### config.mk
export PLATFORM = sky130hd
export DESIGN_NAME = spi_sync_seq
export DESIGN_NICKNAME = d
export VERILOG_FILES = /design/src/rtl/spi_sync_pkg.sv /design/src/rtl/spi_sync_ctrl.sv /design/src/rtl/spi_sync_dp.sv /design/src/rtl/spi_sync_seq.sv
export SDC_FILE = /design/constraint.sdc
export NUM_CORES = 1
export LEC_CHECK = 0
export ABC_AREA = 1
export ABC_CLOCK_PERIOD_IN_PS = 2950
export BUFFER_PORTS_ARGS = -buffer_cell sky130_fd_sc_hd__buf_2
export CORE_AREA = 4 4 158 160
export DETAILED_ROUTE_END_ITERATION = 8
export DIE_AREA = 0 0 162 164
export GPL_ROUTABILITY_DRIVEN = 0
export SYNTH_ARGS = -nofsm -noshare
export SYNTH_HDL_FRONTEND = slang
export SYNTH_HIERARCHICAL = 1
export SYNTH_SLANG_ARGS = --single-unit
### constraint.sdc
create_clock -name clk -period 2.95 [get_ports clk]
set_clock_uncertainty 0.1 [all_clocks]
set_input_delay 0.4425 -clock clk [delete_from_list [all_inputs] [get_ports clk]]
set_output_delay 0.4425 -clock clk [all_outputs]
set_load 0.03 [all_outputs]
### src/rtl/spi_sync_pkg.sv
package spi_sync_pkg;

  localparam int MIN_BITS = 8;

  typedef enum logic [1:0] {
    ST_IDLE,
    ST_SETUP,
    ST_SHIFT,
    ST_HOLD
  } seqState_t;

  // strobes from control to datapath
  typedef struct packed {
    logic load;    // accept a new word
    logic sample;  // rising sck: capture miso
    logic shift;   // falling sck: present next bit
    logic active;  // word in flight
  } stb_t;

  typedef struct packed {
    logic [2:0] half;  // delay in half-bit periods
    logic       bad;   // illegal code
  } dly_t;

  function automatic dly_t decodeSetup(input logic [2:0] code);
    dly_t r;
    r.bad = 1'b0;
    case (code)
      3'b000:  r.half = 3'd0;
      3'b001:  r.half = 3'd2;
      3'b010:  r.half = 3'd4;
      3'b101:  r.half = 3'd1;
      3'b110:  r.half = 3'd3;
      default: begin r.half = 3'd0; r.bad = 1'b1; end
    endcase
    return r;
  endfunction

  function automatic dly_t decodeHold(input logic [2:0] code);
    dly_t r;
    r.bad = 1'b0;
    case (code)
      3'b000:  r.half = 3'd0;
      3'b001:  r.half = 3'd2;
      3'b010:  r.half = 3'd4;
      3'b011:  r.half = 3'd6;
      3'b101:  r.half = 3'd1;
      3'b110:  r.half = 3'd3;
      default: begin r.half = 3'd0; r.bad = 1'b1; end
    endcase
    return r;
  endfunction

  function automatic int clampLen(input int req, input int maxBits);
    if (req < MIN_BITS) return MIN_BITS;
    if (req > maxBits)  return maxBits;
    return req;
  endfunction

endpackage

### src/rtl/spi_sync_ctrl.sv
module spi_sync_ctrl
  import spi_sync_pkg::*;
#(
  parameter int MAX_BITS = 32,
  parameter int HALF_DIV = 2,
  localparam int LEN_W = $clog2(MAX_BITS + 1),
  localparam int PRE_W = (HALF_DIV > 1) ? $clog2(HALF_DIV) : 1
) (
  input  logic             clk,
  input  logic             rstN,
  input  logic             start,
  input  logic [2:0]       setupCode,
  input  logic [2:0]       holdCode,
  input  logic             syncActHigh,
  input  logic [LEN_W-1:0] lenEff,
  output stb_t             stb,
  output logic             sck,
  output logic             syncOut,
  output logic             busy,
  output logic             done,
  output logic             configErr
);

  seqState_t        state;
  logic [PRE_W-1:0] pre;
  logic [2:0]       cnt;
  logic [LEN_W-1:0] bitCnt;
  logic [LEN_W-1:0] lenReg;
  logic [2:0]       setupHalf;
  logic [2:0]       holdHalf;
  logic             highHalf;
  logic             syncActive;
  logic             polReg;

  dly_t sDec, hDec;
  logic tick, accept, lastBit, finish;

  assign sDec    = decodeSetup(setupCode);
  assign hDec    = decodeHold(holdCode);
  assign tick    = (pre == PRE_W'(HALF_DIV - 1));
  assign accept  = (state == ST_IDLE) && start;
  assign lastBit = (bitCnt == lenReg - 1'b1);
  assign finish  = ((state == ST_SHIFT) && tick && highHalf && lastBit && (holdHalf == 3'd0))
                || ((state == ST_HOLD) && tick && (cnt == holdHalf - 3'd1));

  assign stb.load   = accept;
  assign stb.sample = (state == ST_SHIFT) && tick && !highHalf;
  assign stb.shift  = (state == ST_SHIFT) && tick && highHalf && !lastBit;
  assign stb.active = (state != ST_IDLE);

  assign busy    = (state != ST_IDLE);
  assign syncOut = polReg ? syncActive : ~syncActive;

  always_ff @(posedge clk) begin
    if (!rstN) begin
      state      <= ST_IDLE;
      pre        <= '0;
      cnt        <= '0;
      bitCnt     <= '0;
      lenReg     <= LEN_W'(MAX_BITS);
      setupHalf  <= '0;
      holdHalf   <= '0;
      highHalf   <= 1'b0;
      sck        <= 1'b0;
      syncActive <= 1'b0;
      polReg     <= 1'b0;
      done       <= 1'b0;
      configErr  <= 1'b0;
    end else begin
      done <= 1'b0;
      if (state != ST_IDLE) pre <= tick ? '0 : pre + 1'b1;
      if (finish) begin
        syncActive <= 1'b0;
        done       <= 1'b1;
        state      <= ST_IDLE;
      end
      case (state)
        ST_IDLE: begin
          polReg <= syncActHigh;
          if (start) begin
            setupHalf  <= sDec.half;
            holdHalf   <= hDec.half;
            lenReg     <= lenEff;
            configErr  <= configErr | sDec.bad | hDec.bad;
            syncActive <= 1'b1;
            pre        <= '0;
            cnt        <= '0;
            bitCnt     <= '0;
            highHalf   <= 1'b0;
            state      <= (sDec.half == 3'd0) ? ST_SHIFT : ST_SETUP;
          end
        end
        ST_SETUP: begin
          if (tick) begin
            if (cnt == setupHalf - 3'd1) begin
              cnt   <= '0;
              state <= ST_SHIFT;
            end else begin
              cnt <= cnt + 3'd1;
            end
          end
        end
        ST_SHIFT: begin
          if (tick) begin
            if (!highHalf) begin
              sck      <= 1'b1;
              highHalf <= 1'b1;
            end else begin
              sck      <= 1'b0;
              highHalf <= 1'b0;
              if (lastBit) begin
                cnt <= '0;
                if (holdHalf != 3'd0) state <= ST_HOLD;
              end else begin
                bitCnt <= bitCnt + 1'b1;
              end
            end
          end
        end
        ST_HOLD: begin
          if (tick && !finish) cnt <= cnt + 3'd1;
        end
        default: state <= ST_IDLE;
      endcase
    end
  end

  // done lasts exactly one cycle
  a_r10_done_single: assert property (@(posedge clk) disable iff (!rstN)
    done |=> !done);

  // done coincides with chip-select release
  a_r10_done_release: assert property (@(posedge clk) disable iff (!rstN)
    done |-> (!syncActive && $past(syncActive)));

  // clock idles low outside a word
  a_r5_sck_idle_low: assert property (@(posedge clk) disable iff (!rstN)
    (state == ST_IDLE) |-> !sck);

  // latched configuration does not move during a word
  a_r11_cfg_held: assert property (@(posedge clk) disable iff (!rstN)
    (state != ST_IDLE) |=> ($stable(lenReg) && $stable(setupHalf) && $stable(holdHalf)));

  // error flag is sticky
  a_r4_err_sticky: assert property (@(posedge clk) disable iff (!rstN)
    busy |-> !$fell(configErr));

  // bit counter stays inside the word
  a_r8_bit_bound: assert property (@(posedge clk) disable iff (!rstN)
    (state == ST_SHIFT) |-> (bitCnt < lenReg));

endmodule

### src/rtl/spi_sync_dp.sv
module spi_sync_dp
  import spi_sync_pkg::*;
#(
  parameter int MAX_BITS = 32,
  localparam int LEN_W = $clog2(MAX_BITS + 1)
) (
  input  logic                clk,
  input  logic                rstN,
  input  stb_t                stb,
  input  logic                lsbFirst,
  input  logic [LEN_W-1:0]    lenEff,
  input  logic [MAX_BITS-1:0] txData,
  input  logic                miso,
  output logic                mosi,
  output logic [MAX_BITS-1:0] rxData
);

  logic [MAX_BITS-1:0] txShift;
  logic [MAX_BITS-1:0] rxShift;
  logic                lsbReg;
  logic [LEN_W-1:0]    lenReg;

  always_ff @(posedge clk) begin
    if (!rstN) begin
      txShift <= '0;
      rxShift <= '0;
      lsbReg  <= 1'b0;
      lenReg  <= LEN_W'(MAX_BITS);
    end else if (stb.load) begin
      lsbReg  <= lsbFirst;
      lenReg  <= lenEff;
      rxShift <= '0;
      txShift <= lsbFirst ? txData : (txData << (LEN_W'(MAX_BITS) - lenEff));
    end else if (stb.sample) begin
      rxShift <= lsbReg ? {miso, rxShift[MAX_BITS-1:1]} : {rxShift[MAX_BITS-2:0], miso};
    end else if (stb.shift) begin
      txShift <= lsbReg ? (txShift >> 1) : (txShift << 1);
    end
  end

  assign mosi   = stb.active & (lsbReg ? txShift[0] : txShift[MAX_BITS-1]);
  assign rxData = lsbReg ? (rxShift >> (LEN_W'(MAX_BITS) - lenReg)) : rxShift;

  // the first bit on MOSI is the one the bit order selects
  a_r6_first_bit: assert property (@(posedge clk) disable iff (!rstN)
    stb.load |=> (mosi == $past(lsbFirst ? txData[0] : txData[lenEff - 1'b1])));

endmodule

### src/rtl/spi_sync_seq.sv
module spi_sync_seq
  import spi_sync_pkg::*;
#(
  parameter int MAX_BITS = 32,
  parameter int HALF_DIV = 2,
  localparam int LEN_W = $clog2(MAX_BITS + 1)
) (
  input  logic                clk,
  input  logic                rstN,
  input  logic                start,
  input  logic [2:0]          setupCode,
  input  logic [2:0]          holdCode,
  input  logic                syncActHigh,
  input  logic                lsbFirst,
  input  logic [LEN_W-1:0]    wordLen,
  input  logic [MAX_BITS-1:0] txData,
  input  logic                miso,
  output logic                sck,
  output logic                mosi,
  output logic                syncOut,
  output logic                busy,
  output logic                done,
  output logic [MAX_BITS-1:0] rxData,
  output logic                configErr
);

  stb_t             stb;
  logic [LEN_W-1:0] lenEff;

  assign lenEff = LEN_W'(clampLen(int'(wordLen), MAX_BITS));

  spi_sync_ctrl #(.MAX_BITS(MAX_BITS), .HALF_DIV(HALF_DIV)) u_ctrl (
    .clk(clk), .rstN(rstN), .start(start), .setupCode(setupCode),
    .holdCode(holdCode), .syncActHigh(syncActHigh), .lenEff(lenEff),
    .stb(stb), .sck(sck), .syncOut(syncOut), .busy(busy), .done(done),
    .configErr(configErr)
  );

  spi_sync_dp #(.MAX_BITS(MAX_BITS)) u_dp (
    .clk(clk), .rstN(rstN), .stb(stb), .lsbFirst(lsbFirst), .lenEff(lenEff),
    .txData(txData), .miso(miso), .mosi(mosi), .rxData(rxData)
  );

  // MOSI holds still while sck is high
  a_r5_mosi_stable_high: assert property (@(posedge clk) disable iff (!rstN)
    (sck && $past(sck)) |-> $stable(mosi));

endmodule

# Yosys cells after proc, flatten, opt, wreduce, memory -nomap -nowiden

Index checks and enable logic that the tools add are counted.
Widths: inputs -> output; s select.

Memories: 0
Flip-flop bits (word level): 101
Bits of input ports: 50
Word-level logic and storage cells: 144
Latch bits: 0
Bits in read-only memories: 0
Output and inout bits: 38
Memory bits (writable): 0

$lt $le $gt $ge: 2
Divide/modulo/power cells: 0
Multiply operators: 0
Multiplexer cells: 55
Add/subtract/negate cells: 8
Bitwise gates (word level): 5
Shifts and indexed selects: 2
Equality and inequality tests: 23
Reductions and logical operators: 32

Operator list:

| operator            | count |
|---|---|
| $mux 32             | 7 |
| $mux 6              | 7 |
| $shl 32x6->32       | 1 |
| $shr 32x6->32       | 1 |
| $pmux 3 s4          | 2 |
| $mux 3              | 7 |
| $mux 1              | 18 |
| $mux 2              | 9 |
| $pmux 3 s5          | 1 |
| $eq 3x3->1 const B  | 4 |
| $logic_not 3->1     | 4 |
| $pmux 6 s2          | 1 |
| $sub 6x6->6 const A | 2 |
| $logic_and 1x1->1   | 10 |
| $ne 2x1->1 const B  | 5 |
| $eq 3x2->1 const B  | 3 |
| $add 6x1->6 const B | 1 |
| $eq 3x1->1 const B  | 2 |
| $eq 3x3->1          | 2 |
| $eq 6x6->1          | 1 |
| $gt 6x6->1 const B  | 1 |
| $lt 6x4->1 const B  | 1 |
| $ne 2x2->1 const B  | 3 |
| $pmux 2 s3          | 1 |
| other kinds (23)    | 33 |

# Logic depth before layout (Yosys ltp)

Depth in word-level cells: 12
Mapped depth: 19
Depth with buffers taken out: 16

# By module

Netlist, hierarchy kept.

By module, submodules not included:

| module        | seq. area each (µm²) | area an instance (µm²) | cells an instance | instances |
|---|---|---|---|---|
| spi_sync_dp   | 1421.4               | 7392.1                 | 1319              | 1 |
| spi_sync_ctrl | 600.6                | 1784.2                 | 258               | 1 |
| spi_sync_seq  | 0.0                  | 67.6                   | 12                | 1 |

# Least setup slack after synthesis

No wires, ideal clock.

Kind: input to register
Start: input wordLen[3]
End: register u_dp.txShift[31]
Path slack: 304 ps
Library setup time: 129 ps
Arrival time: 2418 ps
Stages on the path: 15
Required time: 2721 ps
Buffers on the path: 4
Cells stage by stage: nor2_2 -> nor3b_1 -> buf_6 -> inv_4 -> buf_2 -> ha_1 -> buf_2 -> clkbuf_1 -> nand3_1 -> nand3_2 -> nand3_1 -> nand3_2 -> nand3_1 -> nand2_1 -> a21oi_2

Word-level cells in the longest chain between the ends: 9
Elaborated cells on any way between the ends: 13
Classes of those cells: add/sub: 1; order compare: 2; shift: 1; mux: 9

Ends and longest elaborated chain:

| what                 | RTL line           | source |
|---|---|---|
| start, declared      | spi_sync_seq.sv:15 | `input logic [LEN_W-1:0] wordLen,` |
| $gt 6x6->1           | spi_sync_pkg.sv:56 | `if (req > maxBits) return maxBits;` |
| $mux 1 (2 in series) | spi_sync_pkg.sv:56 |  |
| $mux 6               | spi_sync_pkg.sv:57 | `return req;` |
| $mux 6 *             | spi_sync_pkg.sv:56 |  |
| named net lenEff[0]  | spi_sync_seq.sv:28 | `logic [LEN_W-1:0] lenEff;` |
| $sub 6x6->6 *        | spi_sync_dp.sv:33  | `txShift <= lsbFirst ? txData : (txData << (LEN_W'(MAX_BITS) - lenEff));` |
| $shl 32x6->32 *      | spi_sync_dp.sv:33  |  |
| $mux 32 *            | spi_sync_dp.sv:33  |  |
| $mux 32 *            | spi_sync_dp.sv:29  | `end else if (stb.load) begin` |
| end signal, assigned | spi_sync_dp.sv:33  |  |
| end signal, assigned | spi_sync_dp.sv:37  | `txShift <= lsbReg ? (txShift >> 1) : (txShift << 1);` |
| end, declared        | spi_sync_dp.sv:18  | `logic [MAX_BITS-1:0] txShift;` |

Mark *: on every way through the listed nets, which the timed path passes. The rest lies on a longest branch. The select of a mux whose other input is x is not followed.
A chain may end at the register's enable or synchronous reset.

# Final worst setup path

Start: register u_dp.lenReg[0]
End: output rxData[9]

Word-level cells in the longest chain between the ends: 3

Ends and longest elaborated chain:

| what                   | RTL line           | source |
|---|---|---|
| start, declared        | spi_sync_dp.sv:21  | `logic [LEN_W-1:0] lenReg;` |
| start signal, assigned | spi_sync_dp.sv:28  | `lenReg <= LEN_W'(MAX_BITS);` |
| start signal, assigned | spi_sync_dp.sv:31  | `lenReg <= lenEff;` |
| $sub 6x6->6            | spi_sync_dp.sv:42  | `assign rxData = lsbReg ? (rxShift >> (LEN_W'(MAX_BITS) - lenReg)) : rxShift;` |
| $shr 32x6->32          | spi_sync_dp.sv:42  |  |
| $mux 32                | spi_sync_dp.sv:42  |  |
| end, declared          | spi_sync_seq.sv:23 | `output logic [MAX_BITS-1:0] rxData,` |

Every way passes these cells.

==> results.toml <==
[run_status]
status = "complete, no violations"

[floorplan]
core_area_mm2 = 0.0234
num_rows = 56
die_w_um = 162
die_h_um = 164
io_pins = 88
initial_core_util_pct = 39.5
dieArea_mm2 = 0.0266

[detailed_routing]
drc_errors = 0
drt_wl_total_um = 29700
drtIter0Drc = 1019
drt_pass1_iterations = 5
dr.max_layer_used = "met4"
vias = 10500
wl_met2_um = 13300
wl_per_cell_um = 15.2
vias_per_cell = 5.39
wl_met1_um = 13800
ant_nets = 0
wl_met3_um = 2180

[yosys]
syn_inst = 1589
yosysMostFrequentCell = "nand2_1"
synth_compound_area_share_pct = 21.4
synth_xor_area_share_pct = 1.98
synth_cell_types = 54
ys_seq_elements = 101
synthesis.area_mm2 = 0.00924
synth_top_family_by_area = "simple AND/OR/NAND/NOR gates"
synthFlopType = "dfxtp_1"
synth_edf_count = 0
synth_top_area_share_pct = 21.9
synthMuxAreaShare_pct = 1.30
async_flop_share_pct = 0
syn_nets = 1647
synth_common_cells = "nand2_1, nand3_1, o21ai_0"
yosys.area_share.simple_pct = 39.5
synth_area_leader_cell = "dfxtp_1"
synth.avg_cell_area_um2 = 5.82
synthAdderAreaFrac_pct = 1.08
yosys_warnings = 6
ys_seq_area_share_pct = 21.9
synth_area_leaders = "dfxtp_1, nand2_1, nand3_1"

[power]
p_int_uw = 2760
switching_share_pct = 42.4
power_frac_seq_pct = 31.5
leakage_uw = 0.00484
power.density_mw_per_mm2 = 457
ir_drop_v = 0.000280
power_switching_uw = 2030
fin_total_pwr_uw = 4790
pwr-share-comb_pct = 42.0
clkPwrFrac_pct = 26.5

[layout]
syn_to_final_growth_pct = 13.3
nets = 1692
fin_area_mm2 = 0.0105
final_core_util_pct = 44.8
drive_gt1_share_pct = 14.2
diodes = 0

[sta]
setup_viol = 0
fmax_mhz = 352
max_slew_margin_pct = 65.8
fin_crit_sh_pct = 96.4
fin_crit_ns = 2.84
hold_violations = 0
rsz0062_at_grt = "true"
drv_slew = 0
worst_pin_slew_ns = 0.514

[worst_setup_path]
worst-setup-path-type = "reg2out"
critical_path_depth = 10
cp_max_fo = 7
cp-end-kind = "output port"
crit_arrival_ns = 2.30
path_cells = "inv_4 -> ha_4 -> inv_6 -> buf_8 -> o21ai_0 -> o21ai_2 -> nor2_1 -> a21oi_1 -> nand2_1 -> buf_2"
required_ns = 2.41
critPathLaunchType = "flop"
slowest_delay_ns = 0.38
worst_r2r_path_depth = 14
cp_num_buf_inv = 4
cp_slowest_cell = "dfxtp_4"
critPathTopFamily = "compound AO/OA/AOI/OAI gates"

[cts]
cts_buffer_depth = 2
cts-root-buf = "clkbuf_16"
cts.sinks = 101
clock_latency_ns = 0.37
cts_tree = "yes"
clkTransAtPathRegs_ns = 0.08
h-tree-depth = 3
cts_buffers = 9
ctsHoldBuffers = 0

[place]
port_buffers = 87
dp_hpwl_um = 22700
dpl_cell_area_mm2 = 0.00992

[global_route]
grt_pass1_wl_um = 47700
grt_use_total_pct = 21.9
grt_pass1_vias = 9224
grt-ovfl-total = 0
grt_antenna_before_repair = 0
grt_max_degree = 65

[min_path]
hold_path_class = "in2reg"
whs_path_depth = 3

[job]
cap_violations = 0
## cells by family (layout without fill, tap and decap cells)
family	Yosys count	in the layout
adder cells (fa/ha/maj)	8	8
buffers and inverters	266	316
AND/OR/NAND/NOR	829	829
AO/OA/AOI/OAI	356	356
multiplexers	12	12
XOR/XNOR	17	17
flip-flops	101	101
## power groups by stage
| stage | Combinational [uW] | Clock [uW] | Sequential (uW) |
|---|---|---|---|
| 2_1_floorplan | 1400 | 0 | 1520 |
| 3_3_place_gp | 1840 | 0 | 1530 |
| 3_5_place_dp | 1840 | 0 | 1540 |
| 4_1_cts | 1900 | 1310 | 1500 |
| 5_1_grt | 2220 | 1360 | 1520 |
| 6_report | 2010 | 1270 | 1510 |
## per-stage QoR
step                cells  setup WS [ns]  hold WS, ns  setup TNS (ns)
global route         1958        -0.0208        0.208         -0.0208
global placement     1938          0.261        0.338               0
detailed placement   1938          0.242        0.351               0
floorplan            1589          0.304        0.344               0
finish               1958          0.107        0.197               0
CTS                  1955         0.0326        0.180               0
## registers in the layout (all words and copies together), names as in the netlist, 3 cells and up
| name | cells |
|---|---|
| u_dp/rxShift | 32 |
| u_dp/txShift | 32 |
| u_ctrl/bitCnt | 6 |
| u_ctrl/lenReg | 6 |
| u_dp/lenReg | 6 |
| u_ctrl/cnt | 3 |
| u_ctrl/holdHalf | 3 |
| u_ctrl/setupHalf | 3 |
## worst min-delay path, delay by kind of cell
kind / cells / cell delay [ns]
buf+inv: 1 / 0.07
simple gates: 2 / 0.11
## cell type report
| class | instances | area, um^2 |
|---|---|---|
| timing repair buffer | 130 | 946 |
| tap | 319 | 399 |
| fill | 2663 | 12900 |
| sequential | 101 | 2030 |
| multi-input combinational | 1222 | 6130 |
| inverter | 170 | 662 |
| clock buffer | 9 | 225 |
| clock inverter | 7 | 88.8 |
## layer usage
metal	global-route usage, %	vias up
met5	0	-
met4	5.81	0
met3	3.51	42
met2	34.0	381
met1	31.7	4782
li1	-	5342
## what timing repair did
action	4_1_cts	5_1_grt
buffers inserted	0	3
resized for setup	16	40
pin swaps	2	4
endpoints found under the setup margin	21	26
gates cloned	1	0
## layout by cell type, fill, tap and decap left out, types with 5 or more instances in the layout
cell type,n
a31oi_1,13
inv_2,13
nand3_2,6
o211ai_1,16
mux2i_1,8
nor3_1,7
o21ai_0,159
a21oi_1,96
ha_1,7
nand2_2,5
buf_12,10
nand2_1,470
o22ai_1,13
nand3_1,203
buf_2,81
nand4_1,8
o21ai_1,22
or2_1,5
o21bai_1,5
clkbuf_16,9
xor2_1,6
buf_4,30
dfxtp_1,99
o221ai_1,13
inv_1,150
xnor2_1,7
nor2_1,90
nand2_4,5
nor2_2,12
## worst paths after layout
kind,startpoint,end,slack (ns)
max,u_dp/lenReg[0]$_SDFFE_PN0P_,rxData[9],0.11
min,syncActHigh,u_ctrl/polReg$_SDFFE_PN0P_,0.20
max reg2reg,u_ctrl/lenReg[0]$_SDFFE_PN0P_,u_dp/txShift[7]$_SDFFE_PN0P_,0.43
min reg2reg,u_ctrl/configErr$_SDFFE_PN0P_,u_ctrl/configErr$_SDFFE_PN0P_,0.36
No activity file was read; power rests on OpenSTA's default activity.
